[config.mk]
export PLATFORM = sky130hd
export DESIGN_NAME = hybrid_mul
export DESIGN_NICKNAME = d
export VERILOG_FILES = /design/src/rtl/hybrid_mul_pkg.sv /design/src/rtl/hybrid_mul_fa.sv /design/src/rtl/hybrid_mul_ha.sv /design/src/rtl/hybrid_mul_ppgen.sv /design/src/rtl/hybrid_mul_tree.sv /design/src/rtl/hybrid_mul_rca.sv /design/src/rtl/hybrid_mul.sv
export SDC_FILE = /design/constraint.sdc
export NUM_CORES = 1
export LEC_CHECK = 0
export BUFFER_PORTS_ARGS = -buffer_cell sky130_fd_sc_hd__buf_2
export CAP_MARGIN = 10
export CORE_AREA = 2 2 39 41
export DETAILED_ROUTE_END_ITERATION = 12
export DIE_AREA = 0 0 41 43
export GPL_ROUTABILITY_DRIVEN = 0
export PLACE_DENSITY = 0.64
export SLEW_MARGIN = 0
export SYNTH_ARGS = -nofsm -noshare
export SYNTH_HDL_FRONTEND = slang
export SYNTH_SLANG_ARGS = --single-unit
[constraint.sdc]
create_clock -name vclk -period 5.1
set_input_delay 1.275 -clock vclk [all_inputs]
set_output_delay 1.275 -clock vclk [all_outputs]
set_load 0.01 [all_outputs]
[src/rtl/hybrid_mul_pkg.sv]
package hybrid_mul_pkg;

    localparam int OP_W   = 4;
    localparam int PROD_W = 2 * OP_W;
    localparam int PP_N   = OP_W * OP_W;
    localparam int CPA_W  = 4;
    localparam int LOW_W  = PROD_W - CPA_W - 1;

    // Compressed operand rows handed to the final adder
    typedef struct packed {
        logic [CPA_W-1:0] row_x;
        logic [CPA_W-1:0] row_y;
        logic [LOW_W-1:0] low;
    } tree_out_t;

    // Flat index of partial product a[i] & b[j]
    function automatic int pp_idx(input int i, input int j);
        return i * OP_W + j;
    endfunction

endpackage

[src/rtl/hybrid_mul_fa.sv]
module hybrid_mul_fa (
    input  logic x_i,
    input  logic y_i,
    input  logic z_i,
    output logic sum_o,
    output logic cry_o
);
    always_comb begin
        sum_o = x_i ^ y_i ^ z_i;
        cry_o = (x_i & y_i) | (x_i & z_i) | (y_i & z_i);
    end
endmodule

[src/rtl/hybrid_mul_ha.sv]
module hybrid_mul_ha (
    input  logic x_i,
    input  logic y_i,
    output logic sum_o,
    output logic cry_o
);
    always_comb begin
        sum_o = x_i ^ y_i;
        cry_o = x_i & y_i;
    end
endmodule

[src/rtl/hybrid_mul_ppgen.sv]
module hybrid_mul_ppgen #(
    parameter int A_W = 4,
    parameter int B_W = 4
) (
    input  logic [A_W-1:0]     opa_i,
    input  logic [B_W-1:0]     opb_i,
    output logic [A_W*B_W-1:0] pp_o
);
    for (genvar gi = 0; gi < A_W; gi++) begin : g_row
        for (genvar gj = 0; gj < B_W; gj++) begin : g_col
            assign pp_o[gi*B_W + gj] = opa_i[gi] & opb_i[gj];
        end
    end
endmodule

[src/rtl/hybrid_mul_tree.sv]
// Three-stage column compression for the 4x4 array.
// Column heights before reduction (weight 0..6): 1 2 3 4 3 2 1
module hybrid_mul_tree
    import hybrid_mul_pkg::*;
(
    input  logic [PP_N-1:0] pp_i,
    output tree_out_t       tree_o
);
    logic p00, p01, p02, p03, p10, p11, p12, p13;
    logic p20, p21, p22, p23, p30, p31, p32, p33;

    always_comb begin
        p00 = pp_i[pp_idx(0,0)]; p01 = pp_i[pp_idx(0,1)];
        p02 = pp_i[pp_idx(0,2)]; p03 = pp_i[pp_idx(0,3)];
        p10 = pp_i[pp_idx(1,0)]; p11 = pp_i[pp_idx(1,1)];
        p12 = pp_i[pp_idx(1,2)]; p13 = pp_i[pp_idx(1,3)];
        p20 = pp_i[pp_idx(2,0)]; p21 = pp_i[pp_idx(2,1)];
        p22 = pp_i[pp_idx(2,2)]; p23 = pp_i[pp_idx(2,3)];
        p30 = pp_i[pp_idx(3,0)]; p31 = pp_i[pp_idx(3,1)];
        p32 = pp_i[pp_idx(3,2)]; p33 = pp_i[pp_idx(3,3)];
    end

    // Stage 1: HA on weight 1 (lowest two-bit column), FAs on weights 2,3,4
    logic s1_w1, c1_w2, s1_w2, c1_w3, s1_w3, c1_w4, s1_w4, c1_w5;
    hybrid_mul_ha st1_ha_w1 (.x_i(p01), .y_i(p10), .sum_o(s1_w1), .cry_o(c1_w2));
    hybrid_mul_fa st1_fa_w2 (.x_i(p02), .y_i(p11), .z_i(p20),
                             .sum_o(s1_w2), .cry_o(c1_w3));
    hybrid_mul_fa st1_fa_w3 (.x_i(p03), .y_i(p12), .z_i(p21),
                             .sum_o(s1_w3), .cry_o(c1_w4));
    hybrid_mul_fa st1_fa_w4 (.x_i(p13), .y_i(p22), .z_i(p31),
                             .sum_o(s1_w4), .cry_o(c1_w5));
    // Heights now: 1 1 2 3 2 3 1

    // Stage 2: HA on weight 2 (lowest two-bit column), FAs on weights 3 and 5
    logic s2_w2, c2_w3, s2_w3, c2_w4, s2_w5, c2_w6;
    hybrid_mul_ha st2_ha_w2 (.x_i(s1_w2), .y_i(c1_w2), .sum_o(s2_w2), .cry_o(c2_w3));
    hybrid_mul_fa st2_fa_w3 (.x_i(s1_w3), .y_i(p30), .z_i(c1_w3),
                             .sum_o(s2_w3), .cry_o(c2_w4));
    hybrid_mul_fa st2_fa_w5 (.x_i(p23), .y_i(p32), .z_i(c1_w5),
                             .sum_o(s2_w5), .cry_o(c2_w6));
    // Heights now: 1 1 1 2 3 1 2

    // Stage 3: FA on weight 4 only; no half adder needed
    logic s3_w4, c3_w5;
    hybrid_mul_fa st3_fa_w4 (.x_i(s1_w4), .y_i(c1_w4), .z_i(c2_w4),
                             .sum_o(s3_w4), .cry_o(c3_w5));
    // Heights now: 1 1 1 2 1 2 2 -> weights 3..6 go to the 4-bit adder

    always_comb begin
        tree_o.low   = {s2_w2, s1_w1, p00};
        tree_o.row_x = {p33,   s2_w5, s3_w4, s2_w3};
        tree_o.row_y = {c2_w6, c3_w5, 1'b0,  c2_w3};
    end
endmodule

[src/rtl/hybrid_mul_rca.sv]
module hybrid_mul_rca #(
    parameter int W = 4
) (
    input  logic [W-1:0] x_i,
    input  logic [W-1:0] y_i,
    output logic [W-1:0] sum_o,
    output logic         cout_o
);
    logic [W:0] chain;
    assign chain[0] = 1'b0;

    for (genvar gk = 0; gk < W; gk++) begin : g_bit
        hybrid_mul_fa cell_i (
            .x_i  (x_i[gk]),
            .y_i  (y_i[gk]),
            .z_i  (chain[gk]),
            .sum_o(sum_o[gk]),
            .cry_o(chain[gk+1])
        );
    end

    assign cout_o = chain[W];
endmodule

[src/rtl/hybrid_mul.sv]
module hybrid_mul
    import hybrid_mul_pkg::*;
(
    input  logic [OP_W-1:0]   opa_i,
    input  logic [OP_W-1:0]   opb_i,
    output logic [PROD_W-1:0] prod_o
);
    logic [PP_N-1:0]  pp_w;
    tree_out_t        tree_w;
    logic [CPA_W-1:0] cpa_sum_w;
    logic             cpa_cout_w;
    logic [PROD_W-1:0] prod_d;

    hybrid_mul_ppgen #(.A_W(OP_W), .B_W(OP_W)) ppgen_i (
        .opa_i(opa_i),
        .opb_i(opb_i),
        .pp_o (pp_w)
    );

    hybrid_mul_tree tree_i (
        .pp_i  (pp_w),
        .tree_o(tree_w)
    );

    hybrid_mul_rca #(.W(CPA_W)) cpa_i (
        .x_i   (tree_w.row_x),
        .y_i   (tree_w.row_y),
        .sum_o (cpa_sum_w),
        .cout_o(cpa_cout_w)
    );

    always_comb begin
        prod_d = {cpa_cout_w, cpa_sum_w, tree_w.low};
    end

    assign prod_o = prod_d;
endmodule

==> impl_metrics.json <==
{
  "overflow": 0,
  "hold_ws_ns": 2.89,
  "hold_end": "prod_o[0]",
  "startpoint": "opb_i[1]",
  "min_path_cells": 3,
  "seq_cell_count": 0,
  "std_cell_rows": 14,
  "rsz0062_at_grt": "true",
  "fin_crit_ns": 5.14,
  "nClkBuffers": 0,
  "grt_max_degree": 5,
  "ctsHoldBuffers": 0,
  "start_util_pct": 26.5,
  "wl_per_cell_um": 8.56,
  "postSynthCellCount": 42,
  "first_iter_violations": 2,
  "ys_types": 6,
  "total_power_mw": 0.0528,
  "area_growth_pct": 31.7,
  "crit_path_start_kind": "primary input",
  "synth_top_area_share_pct": 43.7,
  "drv_cap": 0,
  "drc": 0,
  "status": "finished with violations",
  "fp.dieArea_um2": 1760,
  "track_usage_pct": 6.98,
  "fmax_mhz": 194,
  "antennaDiodeCount": 0,
  "grt_pass1_wl_um": 903,
  "dieWidth_um": 41,
  "synthesis.nets": 62,
  "worst_slack_ns": -0.0433,
  "p_leak_nw": 0.271,
  "finalHoldViolCount": 0,
  "post-place-ws_ns": -0.177,
  "dpl_cell_area_um2": 449,
  "path_max_fanout": 3,
  "fin_crit_sh_pct": 101,
  "ant_nets": 0,
  "synthesis.area_um2": 367,
  "core_um2": 1380,
  "yosys.area.top_type": "fa_1",
  "ff_latch_area_um2": 0,
  "place_hpwl_um": 556,
  "grt_pass1_vias": 244,
  "worstSetupPathType": "primary input to output port",
  "synth.area.top_cells": "fa_1 (44%), buf_4 (14%), ha_1 (14%)",
  "antenna_found_initial": 0,
  "final_nets": 77,
  "ys_seq_area_share_pct": 0,
  "arrival_ns": 3.87,
  "tightestPinTransition_ns": 0.100,
  "min_from": "opa_i[0]",
  "yosys_warnings": 0,
  "finalInstanceArea_um2": 483,
  "finalSetupViolations": 1,
  "syn_avg_cell_area_um2": 8.73,
  "fin_tns_setup_ns": -0.0433,
  "io_pins": 16,
  "first_pass_iters": 3,
  "min_path_type": "primary input to output port",
  "num_vias": 283,
  "fillCellCount": 145,
  "maxSlewHeadroom_pct": 93.3,
  "drive_gt1_share_pct": 54.5,
  "numPortBuffers": 16,
  "power_density_nw_per_um2": 109,
  "end_kind": "output port",
  "vias_per_cell": 3.99,
  "violations": "negative setup slack",
  "drt-total-wl_um": 608,
  "slew_viol_final": 0,
  "dieHeight_um": 43,
  "cp.required_ns": 3.83,
  "ir_drop_uv": 31.7
}
[power by group]
part           internal [mW]  total, mW  switching, mW
clock network              0          0              0
registers                  0          0              0
logic                 0.0256     0.0528         0.0272
[synth_stat cells, drive strengths merged]
library cell  count
ha                4
buf               7
inv               7
nand2             9
and2              7
fa                8
[critical path: stages]
cell and delay [ns]:
buf_2 0.11, buf_6 0.11, and2_4 0.15, fa_2 0.35, inv_2 0.07, fa_2 0.20, inv_2 0.04, fa_1 0.45
ha_2 0.19, fa_2 0.34, fa_1 0.47, buf_2 0.12
[repair_timing]
action / 4_1_cts / 5_1_grt
gates resized for setup: 11 / 2
setup buffers: 0 / 0
pin swaps: 4 / 1
setup endpoints to repair: 2 / 2
gates cloned: 0 / 0
[layer usage]
layer,routed length [µm],part of all wire [%],track usage [%],vias to the layer above
met5,0,0,0,-
met4,0,0,0,0
met3,28,4.6,0,0
met2,328,54,13.1,6
met1,250,41,8.91,135
li1,-,-,-,142
[cells by family (layout without fill, tap and decap cells)]
logic type	after synthesis	count (layout)	share of synthesized area, %
buffers and inverters	14	27	21.5
adders and majority gates	12	12	57.3
and+or+nand+nor	16	16	21.2
[layout make-up]
type | instances | area [µm²] | area share (%)
Multi-Input combinational cell | 28 | 308 | 63.7
Timing Repair Buffer | 20 | 129 | 26.7
Inverter | 7 | 26.3 | 5.44
Tap cell | 16 | 20.0 | 4.15
[placed cells by master (no fill, tap or decap), drive strengths merged]
cell,synthesis,routed
buf,7,20
ha,4,4
and2,7,7
inv,7,7
fa,8,8
nand2,9,9
[how the worst max path moves through the flow]
| stage | endpoint | depth (start not counted) |
|---|---|---|
| after global routing | prod_o[6] | 12 |
| final | prod_o[6] | 12 |
| after CTS | prod_o[6] | 10 |
| after detailed placement | prod_o[6] | 10 |
| after floorplan | prod_o[6] | 9 |
| after global placement | prod_o[6] | 10 |
[metrics by stage]
stage / utilization (%) / instances
2_1_floorplan: - / 42
3_3_place_gp: 32.5 / 71
3_5_place_dp: 32.5 / 71
4_1_cts: 34.3 / 71
5_1_grt: 34.9 / 71
6_report: 34.9 / 71
No activity file was read; power rests on OpenSTA's default activity.
